## src/rtl/aef_pkg.sv

```systemverilog
package aef_pkg;

    localparam int CFG_W     = 8;
    localparam int PRE_CNT_W = 5;
    localparam int MAX_US    = 200;

    typedef struct packed {
        logic [1:0] lock_wait;
        logic       fs_ignore;
        logic       force_err;
        logic [1:0] sw_wait;
        logic       par_mode;
        logic       src_nonpcm;
    } aef_cfg_t;

    typedef enum logic [1:0] {
        SW_200US = 2'b00,
        SW_100US = 2'b01,
        SW_50US  = 2'b10,
        SW_NOW   = 2'b11
    } sw_code_e;

    function automatic logic [PRE_CNT_W-1:0] preamble_target(input logic [1:0] code);
        case (code)
            2'b00:   return PRE_CNT_W'(3);
            2'b01:   return PRE_CNT_W'(24);
            2'b10:   return PRE_CNT_W'(12);
            default: return PRE_CNT_W'(6);
        endcase
    endfunction

    function automatic int switch_delay_us(input int code);
        case (code)
            0:       return 200;
            1:       return 100;
            2:       return 50;
            default: return 0;
        endcase
    endfunction

endpackage

```

## src/rtl/aef_cfg_reg.sv

```systemverilog
module aef_cfg_reg
    import aef_pkg::*;
(
    input  logic             clk,
    input  logic             rst,
    input  logic             we,
    input  logic [CFG_W-1:0] wdata,
    output aef_cfg_t         cfg_o
);

    aef_cfg_t cfg_q;

    always_ff @(posedge clk) begin
        if (rst) begin
            cfg_q <= '0;
        end else if (we) begin
            cfg_q <= aef_cfg_t'(wdata);
        end
    end

    assign cfg_o = cfg_q;

endmodule

```

## src/rtl/aef_error_events.sv

```systemverilog
module aef_error_events (
    input  logic pll_locked,
    input  logic data_err_p,
    input  logic fs_chg_calc_p,
    input  logic fs_chg_cs_p,
    input  logic osc_running,
    input  logic fs_ignore,
    output logic fs_event,
    output logic restart
);

    logic calc_valid;

    // rate-calculator result is meaningless while the oscillator is stopped
    assign calc_valid = fs_chg_calc_p & osc_running;
    assign fs_event   = ~fs_ignore & (calc_valid | fs_chg_cs_p);
    assign restart    = ~pll_locked | data_err_p | fs_event;

endmodule

```

## src/rtl/aef_lock_qual.sv

```systemverilog
module aef_lock_qual
    import aef_pkg::*;
(
    input  logic       clk,
    input  logic       rst,
    input  logic       restart,
    input  logic       blk_start_p,
    input  logic [1:0] wait_code,
    output logic       released
);

    logic [PRE_CNT_W-1:0] cnt_q;
    logic [PRE_CNT_W-1:0] cnt_inc;
    logic [PRE_CNT_W-1:0] target;
    logic                 rel_q;

    assign target  = preamble_target(wait_code);
    assign cnt_inc = cnt_q + PRE_CNT_W'(1);

    always_ff @(posedge clk) begin
        if (rst || restart) begin
            cnt_q <= '0;
            rel_q <= 1'b0;
        end else if (!rel_q && blk_start_p) begin
            cnt_q <= cnt_inc;
            if (cnt_inc >= target) begin
                rel_q <= 1'b1;
            end
        end
    end

    assign released = rel_q;

endmodule

```

## src/rtl/aef_switch_timer.sv

```systemverilog
module aef_switch_timer
    import aef_pkg::*;
#(
    parameter int CLK_KHZ = 250000
) (
    input  logic       clk,
    input  logic       rst,
    input  logic       pll_locked,
    input  logic [1:0] sw_code,
    output logic       switch_req
);

    localparam int MAX_CYC = (CLK_KHZ * MAX_US) / 1000;
    localparam int CNT_W   = $clog2(MAX_CYC + 2);

    logic [CNT_W-1:0] limit [3];
    logic [CNT_W-1:0] tmr_q;
    logic [CNT_W-1:0] tmr_inc;
    logic [CNT_W-1:0] lim_sel;
    logic             done_q;

    for (genvar g = 0; g < 3; g++) begin : g_lim
        localparam int CYC = (CLK_KHZ * switch_delay_us(g)) / 1000;
        assign limit[g] = CNT_W'(CYC < 1 ? 1 : CYC);
    end

    assign lim_sel = (sw_code == SW_NOW) ? CNT_W'(1) : limit[sw_code];
    assign tmr_inc = tmr_q + CNT_W'(1);

    always_ff @(posedge clk) begin
        if (rst || pll_locked) begin
            tmr_q  <= '0;
            done_q <= 1'b0;
        end else if (!done_q) begin
            tmr_q <= tmr_inc;
            if (tmr_inc >= lim_sel) begin
                done_q <= 1'b1;
            end
        end
    end

    assign switch_req = ~pll_locked & ((sw_code == SW_NOW) | done_q);

endmodule

```

## src/rtl/aef_flag_mux.sv

```systemverilog
module aef_flag_mux
    import aef_pkg::*;
(
    input  aef_cfg_t cfg,
    input  logic     released,
    input  logic     nonpcm_det,
    input  logic     parity_err_p,
    output logic     err_flag,
    output logic     audio_mute,
    output logic     parity_flag
);

    logic nonpcm_err;
    logic core_err;

    assign nonpcm_err  = cfg.src_nonpcm & nonpcm_det;
    assign core_err    = ~released | nonpcm_err;
    assign err_flag    = cfg.force_err | core_err;
    assign audio_mute  = core_err;
    assign parity_flag = cfg.par_mode ? parity_err_p : (parity_err_p & nonpcm_det);

endmodule

```

## src/rtl/audio_errflag_ctrl.sv

```systemverilog
module audio_errflag_ctrl
    import aef_pkg::*;
#(
    parameter int CLK_KHZ = 250000
) (
    input  logic             clk,
    input  logic             rst,
    input  logic             cfg_we,
    input  logic [CFG_W-1:0] cfg_wdata,
    input  logic             pll_locked,
    input  logic             data_err_p,
    input  logic             parity_err_p,
    input  logic             nonpcm_det,
    input  logic             blk_start_p,
    input  logic             fs_chg_calc_p,
    input  logic             fs_chg_cs_p,
    input  logic             osc_running,
    output logic             err_flag,
    output logic             audio_mute,
    output logic             clk_switch_req,
    output logic             parity_flag
);

    aef_cfg_t   cfg;
    logic       fs_event;
    logic       restart;
    logic       released;
    logic       force_en;
    logic       src_sel;
    logic [1:0] sw_code;

    assign force_en = cfg.force_err;
    assign src_sel  = cfg.src_nonpcm;
    assign sw_code  = cfg.sw_wait;

    aef_cfg_reg u_cfg (
        .clk   (clk),
        .rst   (rst),
        .we    (cfg_we),
        .wdata (cfg_wdata),
        .cfg_o (cfg)
    );

    aef_error_events u_evt (
        .pll_locked    (pll_locked),
        .data_err_p    (data_err_p),
        .fs_chg_calc_p (fs_chg_calc_p),
        .fs_chg_cs_p   (fs_chg_cs_p),
        .osc_running   (osc_running),
        .fs_ignore     (cfg.fs_ignore),
        .fs_event      (fs_event),
        .restart       (restart)
    );

    aef_lock_qual u_qual (
        .clk         (clk),
        .rst         (rst),
        .restart     (restart),
        .blk_start_p (blk_start_p),
        .wait_code   (cfg.lock_wait),
        .released    (released)
    );

    aef_switch_timer #(.CLK_KHZ(CLK_KHZ)) u_tmr (
        .clk        (clk),
        .rst        (rst),
        .pll_locked (pll_locked),
        .sw_code    (sw_code),
        .switch_req (clk_switch_req)
    );

    aef_flag_mux u_mux (
        .cfg          (cfg),
        .released     (released),
        .nonpcm_det   (nonpcm_det),
        .parity_err_p (parity_err_p),
        .err_flag     (err_flag),
        .audio_mute   (audio_mute),
        .parity_flag  (parity_flag)
    );

endmodule

```

## config.mk

```make
export PLATFORM = sky130hd
export DESIGN_NAME = audio_errflag_ctrl
export DESIGN_NICKNAME = d
export VERILOG_FILES = /design/src/rtl/aef_pkg.sv /design/src/rtl/aef_cfg_reg.sv /design/src/rtl/aef_error_events.sv /design/src/rtl/aef_lock_qual.sv /design/src/rtl/aef_switch_timer.sv /design/src/rtl/aef_flag_mux.sv /design/src/rtl/audio_errflag_ctrl.sv
export SDC_FILE = /design/constraint.sdc
export NUM_CORES = 1
export LEC_CHECK = 0
export BUFFER_PORTS_ARGS = -buffer_cell sky130_fd_sc_hd__buf_2
export CAP_MARGIN = 20
export CORE_MARGIN = 2
export CORE_UTILIZATION = 53
export DETAILED_ROUTE_END_ITERATION = 7
export PLACE_DENSITY = 0.87
export SLEW_MARGIN = 20
export SYNTH_ARGS = -nofsm -noshare
export SYNTH_HDL_FRONTEND = slang
export SYNTH_SLANG_ARGS = --single-unit
```

## constraint.sdc

```tcl
create_clock -name clk -period 2.5 [get_ports clk]
set_input_delay 0.75 -clock clk [delete_from_list [all_inputs] [get_ports clk]]
set_output_delay 0.75 -clock clk [all_outputs]
set_load 0.1 [all_outputs]
```

==> qor.txt, run 1 <==
Met2 Track Usage GR - 36.75%
WL per Instance - 13.62 µm
Logic gate share of total power - 11.3%
Warnings, synthesis - 0
VDD IR-drop max - 0.0003410 V
FF-to-FF path depth - 11
H-tree depth - 2
Initial DRC count - 164
Max Clock Skew - 0.005871 ns
Syn Inst Count - 238
Top FF cell, synth - dfxtp_1
Net Count, Synth - 286
Max Slew Vio Count - 0
Setup_tns - 0 ns
Core area - 3716 µm²
Die width - 66.43 µm
Final worst path period need - 2.419 ns
All-Layer GR Usage - 21.26%
Final Hold Viols - 0
Die Y - 66.43 µm
Gr ovfl total - 0
Hold crit path type - flip-flop to flip-flop
Startpoint Class - flip-flop
Total CTS buffers - 5
Max Root-Sink Buffers - 2
Hold endpoint - u_cfg.cfg_o[4]
CTS clk-pin slew, worst paths - 0.06 ns
Pwr dens - 422.0 nW/µm²
Router iterations before antenna repair - 4
Post-Syn Area - 2066 µm²
Synth area leaders - dfxtp_1 30%, ha_1 18%, xnor2_1 8.1%
WP data arrival - 2.60 ns
Final Cell Area - 2396 µm²
Synthesized area per cell - 8.680 µm²
CTS tree - built
Nets - 316
Routed WL - 4319 µm
Status - finished clean
Post-synth top area cell - dfxtp_1
Hold Startpoint - u_cfg.cfg_o[4]
IO Count - 23
Layout cells sized above 1 - 21.56%
Final setup vio count - 0
Non-filler cells, final - 317
Utilization after layout - 64.48%
Worst skew pair latency - 0.29 ns
Power Internal - 746.1 µW
Placed Instances - 309
Synth top area share - 30.04%
Placer congestion estimate - 0.7986
Ys async rst share - 0%
Met3 global-route usage - 5.792%
Worst-Margin Slew - 0.5731 ns
GRT Max-Usage Layer - met2
Reg-to-Reg End - u_tmr.done_q
Vias per cell - 5.454
Hold path depth - 2
Distinct cells, synth - 36
DP Wirelength - 3118 µm
Vias in the first global route - 1638
FMAX - 413.4 MHz
Power consumption - 1.011 mW
# port buffers - 22
Syn-to-layout area delta - 15.99%
Met1 usage - 24.12%
Largest net degree at the start of global routing - 21
Initial antenna violation count - 0
Flop-to-flop setup slack - 0.08 ns
Number of flops mapped to enable cells by yosys - 0
Root Buffer - clkbuf_8
Crit Path Class - flip-flop to flip-flop
Max Cap Viol - 0
CP Max Fanout - 7
Switching share of power - 26.20%
Final antenna diode count - 0
Cell Rows - 22
Initial core utilization - 55.59%
Vias post-DR - 1729
Antenna viol nets, final - 0
Crit share post-route - 96.75%
LEAKAGE - 1.050 nW
Synth Register Bits - 31
Net switching power figure - 264.9 µW
Die Area - 4413 µm²
# fillers - 303
Area after DPL - 2278 µm²
Register area share after synthesis - 30.04%
DRC errors left - 0
Global-route wire length before repair - 7058 µm
Num Clock Sinks - 31
Slew margin rel. - 61.63%
Sequential share of power - 50.8%
Clock power frac - 37.9%
RR Startpoint - u_tmr.tmr_q[0]
Worst Setup End Kind - flip-flop
Worst endpoint required time - 2.69 ns
[sequential cells by signal, summed over array words and instances (netlist names)]
signal           count
u_qual.released      1
u_tmr.done_q         1
u_qual.cnt_q         5
u_tmr.tmr_q         16
u_cfg.cfg_o          8
[kinds of logic after synthesis]
kind of cell | count (synthesis) | synth area share, %
mux | 10 | 4.846
compound gates | 27 | 8.479
fa+ha+maj | 29 | 17.57
flops | 31 | 30.04
simple gates | 90 | 22.05
buf+inv | 20 | 3.876
xor+xnor | 31 | 13.14
[worst max-delay path by stage]
stage,startpoint,endpoint,slack (ns),cells after the start
2_1_floorplan,nonpcm_det,err_flag,-0.20,3
3_3_place_gp,u_tmr.tmr_q[3],u_tmr.done_q,0.15,8
3_5_place_dp,u_tmr.tmr_q[3],u_tmr.done_q,-0.005,8
4_1_cts,u_tmr.tmr_q[1],u_tmr.done_q,0.05,10
5_1_grt,u_tmr.tmr_q[0],u_tmr.done_q,-0.07,10
6_report,u_tmr.tmr_q[0],u_tmr.done_q,0.08,11
[synth_stat cells (4+ instances only)]
library cell,n
nand4_1,4
nand2_1,9
nand3_1,7
clkbuf_1,6
dfxtp_1,31
xnor2_1,19
xor2_1,12
o21ai_0,7
nor3_1,7
o211ai_1,4
or2_2,4
mux2i_1,10
a21oi_1,5
nor2_1,39
inv_1,11
ha_1,29
[cell usage in the layout, fill, tap and decap left out, drive strengths merged, types with 3 or more instances in the layout]
master / count
o21ai: 7
a21o: 3
ha: 29
mux2i: 10
dfxtp: 31
nor2: 39
xor2: 12
a21oi: 5
nand2b: 3
buf: 32
nor4: 3
inv: 11
nand3: 7
nand2: 9
xnor2: 19
nand4: 4
or3: 3
a211oi: 3
nor3: 7
clkbuf: 7
o211ai: 4
or2: 4
nor2b: 3
[metal layers]
layer | part of all wire [%] | vias up
met5 | 0 | -
met4 | 2.0 | 0
met3 | 3.2 | 8
met2 | 51 | 26
met1 | 44 | 819
li1 | - | 876
[power groups by stage]
stage          sequential [mW]  combinational [mW]  clock [mW]
2_1_floorplan            0.522              0.0804           0
3_3_place_gp             0.524               0.107           0
3_5_place_dp             0.524               0.113           0
4_1_cts                  0.514               0.114       0.392
5_1_grt                  0.515               0.129       0.414
6_report                 0.514               0.114       0.383
[what timing repair did]
action                                  CTS  global route
endpoints found under the setup margin    1             1
endpoints found under the hold margin     0             0
buffers inserted                          0             0
hold buffers                              0             0
gates resized for setup                   1            11
pin swaps                                 0             1
cloned                                    0             0
[per-stage QoR]
| step | setup slack [ns] | hold slack, ns |
|---|---|---|
| after floorplan | -0.2032 | 0.4602 |
| after CTS | 0.05089 | 0.5108 |
| after global routing | -0.06532 | 0.5340 |
| final | 0.08114 | 0.5080 |
| after detailed placement | -0.005018 | 0.4950 |
| after global placement | 0.1478 | 0.4764 |
[layout make-up]
cell class | instances | area, µm² | share of cell area, %
clock buffer | 7 | 76.32 | 3.185
clock inverter | 1 | 5.005 | 0.2089
inverter | 11 | 41.29 | 1.723
multi-input combinational | 187 | 1398 | 58.33
sequential | 31 | 630.6 | 26.32
tap | 48 | 60.06 | 2.507
timing repair buffer | 32 | 185.2 | 7.728
[worst max-delay path, stage by stage, from the launching register on]
cell	delay, ns
dfxtp_4	0.38
ha_2	0.20
nand3_1	0.09
or2_2	0.30
buf_4	0.17
xnor2_2	0.14
ha_1	0.31
o21ai_0	0.14
o21ai_0	0.10
o211ai_1	0.13
o211ai_1	0.15
a21o_1	0.21
(Power assumes the default switching activity.)
==> run 2, diff against run 1 <==
--- a/config.mk
+++ b/config.mk
@@ -8,9 +8,10 @@
 export BUFFER_PORTS_ARGS = -buffer_cell sky130_fd_sc_hd__buf_2
 export CAP_MARGIN = 20
 export CORE_MARGIN = 2
-export CORE_UTILIZATION = 53
+export CORE_UTILIZATION = 55
+export CTS_BUF_LIST = sky130_fd_sc_hd__clkbuf_8
 export DETAILED_ROUTE_END_ITERATION = 7
-export PLACE_DENSITY = 0.87
+export PLACE_DENSITY = 0.9
 export SLEW_MARGIN = 20
 export SYNTH_ARGS = -nofsm -noshare
 export SYNTH_HDL_FRONTEND = slang
==> run 2 against run 1 <==
Effect of this change: non-clock buffer count is 3 lower; hold slack got worse by 0.0010 ns; combinational power about the same; global-route usage is 1.4 points higher; sequential power about the same; flip-flop and latch count stayed put; die area decreased by 3.4%; first-iteration DRC count down 38%; critical endpoint unchanged; largest cell class unchanged; highest routed layer unchanged.
==> qor.txt, run 2 (synthesized netlist as in run 1, its figures left out) <==
Die Area - 4262 µm² (-3.4%)
Status - finished clean
Worst Setup End Kind - flip-flop
Sequential share of power - 48.7% (-2.1 points)
IO Count - 23 (unchanged)
Crit share post-route - 95.39% (-1.4 points)
Nets - 313 (-0.95%)
Core area - 3633 µm² (-2.2%)
FF-to-FF path depth - 11 (unchanged)
Cell Rows - 22 (unchanged)
Worst endpoint required time - 2.68 ns (about the same)
Vias in the first global route - 1736 (+6.0%)
Power Internal - 798.0 µW (+7.0%)
DRC errors left - 0 (unchanged)
Num Clock Sinks - 31 (unchanged)
Number of post-CTS setup repair buffers - 0 (unchanged)
Vias post-DR - 1735 (+0.35%)
CTS tree - built
Hold path depth - 2 (unchanged)
Worst skew pair latency - 0.28 ns (about the same)
Most common cell after layout, fill and taps aside - nor2_1
Placed Instances - 306 (-0.97%)
Slew margin rel. - 63.12% (+1.5 points)
Net switching power figure - 256.4 µW (-3.2%)
Max Root-Sink Buffers - 2 (unchanged)
Hold crit path type - flip-flop to flip-flop
PostCTS Resize Cnt - 0 (-1)
Largest Register - u_tmr.tmr_q
Total CTS buffers - 5 (unchanged)
Power consumption - 1.054 mW (+4.3%)
Most frequent cells in the layout - 38 x nor2_1, 28 x ha_1, 26 x dfxtp_1
Max reg flops - 16 (unchanged)
Startpoint Class - flip-flop
Antenna viol nets, final - 0 (unchanged)
Hold Startpoint - u_cfg.cfg_o[4]
Pwr dens - 443.5 nW/µm² (+5.1%)
Crit Path Class - flip-flop to flip-flop
Largest net degree at the start of global routing - 21 (unchanged)
Final antenna diode count - 0 (unchanged)
Layout cells sized above 1 - 19.17% (-2.4 points)
CTS clk-pin slew, worst paths - 0.06 ns (about the same)
Cts hold-fix bufs - 0 (unchanged)
Gr ovfl total - 0 (unchanged)
Initial antenna violation count - 0 (unchanged)
Syn-to-layout area delta - 15.08%
Max Cap Viol - 0 (unchanged)
All-Layer GR Usage - 22.63% (+1.4 points)
WL per Instance - 13.87 µm (+1.8%)
Router iterations before antenna repair - 4 (unchanged)
Reg-to-Reg End - u_tmr.done_q
Switching share of power - 24.32% (-1.9 points)
Utilization after layout - 65.43% (+0.95 points)
Initial core utilization - 56.85% (+1.3 points)
CP Max Fanout - 7 (unchanged)
Final Cell Area - 2377 µm² (-0.78%)
DP Wirelength - 3229 µm (+3.6%)
Initial DRC count - 101 (-38%)
Logic gate share of total power - 10.9% (-0.4 points)
Final setup vio count - 0 (unchanged)
LEAKAGE - 1.054 nW (+0.43%)
Die Y - 65.29 µm (-1.7%)
FMAX - 419.3 MHz (+1.4%)
Hold endpoint - u_cfg.cfg_o[4]
VDD IR-drop max - 0.0001484 V (-56%)
Non-filler cells, final - 314 (-0.95%)
Max Slew Vio Count - 0 (unchanged)
H-tree depth - 2 (unchanged)
WP data arrival - 2.56 ns (-0.04 ns)
Clock power frac - 40.4% (+2.5 points)
RR Startpoint - u_tmr.tmr_q[0]
Root Buffer - clkbuf_8
# port buffers - 22 (unchanged)
Die width - 65.29 µm (-1.7%)
Flop-to-flop setup slack - 0.12 ns (+0.03 ns)
Final Hold Viols - 0 (unchanged)
Vias per cell - 5.525 (+1.3%)
Global-route wire length before repair - 7452 µm (+5.6%)
Routed WL - 4354 µm (+0.81%)
Max Clock Skew - 0.004520 ns (-0.001351 ns)
Final worst path period need - 2.385 ns (-0.03399 ns)
Placer congestion estimate - 0.8199 (+2.7%)
Area after DPL - 2256 µm² (-0.99%)
Worst-Margin Slew - 0.5508 ns (-0.02229 ns)
-- run 2: cell count changes in the layout (fill, tap and decap cells not counted), sizes merged --
cell and change:
clkinv -1, buf -3, inv +1
-- run 2: worst max-delay path by stage --
stage                              start      endpoint  slack (ns)  cells past startpoint
after detailed placement  u_tmr.tmr_q[1]  u_tmr.done_q        0.04                     10
after floorplan               nonpcm_det      err_flag       -0.20                      3
after CTS                 u_tmr.tmr_q[1]  u_tmr.done_q        0.01                     10
after global routing      u_tmr.tmr_q[0]  u_tmr.done_q      -0.002                     10
final                     u_tmr.tmr_q[0]  u_tmr.done_q        0.12                     11
after global placement    u_tmr.tmr_q[3]  u_tmr.done_q        0.15                      8
-- run 2: worst max-delay path, cell delays in order, from the launching register on --
cell	delay, ns
dfxtp_4	0.38
ha_2	0.20
nand3_1	0.11
or2_2	0.33
buf_4	0.17
xnor2_1	0.13
ha_1	0.30
o21ai_0	0.13
o21ai_0	0.10
o211ai_1	0.11
o211ai_1	0.12
a21o_1	0.19
-- run 2: area by class of cell --
type                            count  area [µm²]
Fill cell                         274        1256
Clock inverter                      1       3.754
Clock buffer                        7       96.34
Timing Repair Buffer               29       162.7
Tap cell                           48       60.06
Sequential cell                    31       629.4
Inverter                           11       41.29
Multi-Input combinational cell    187        1384
-- run 2: through the flow --
step | setup TNS [ns] | hold slack [ns] | setup slack [ns]
after floorplan | -0.2032 | 0.4602 | -0.2032
after CTS | 0 | 0.5114 | 0.01297
after global routing | -0.001968 | 0.5499 | -0.001968
after detailed placement | 0 | 0.4949 | 0.04344
final | 0 | 0.5070 | 0.1151
after global placement | 0 | 0.4750 | 0.1529
-- run 2: metal layers --
layer,routed length (µm),track usage [%]
met4,165,11.20
met5,0,0
met2,2169,40.31
met3,161,5.651
met1,1858,24.84
-- run 2: power groups by stage --
stage	Combinational, mW	Clock (mW)	Sequential, mW
after floorplan	0.0804	0	0.522
after CTS	0.115	0.434	0.514
final	0.115	0.426	0.514
after global placement	0.107	0	0.524
after detailed placement	0.113	0	0.525
after global routing	0.129	0.456	0.515
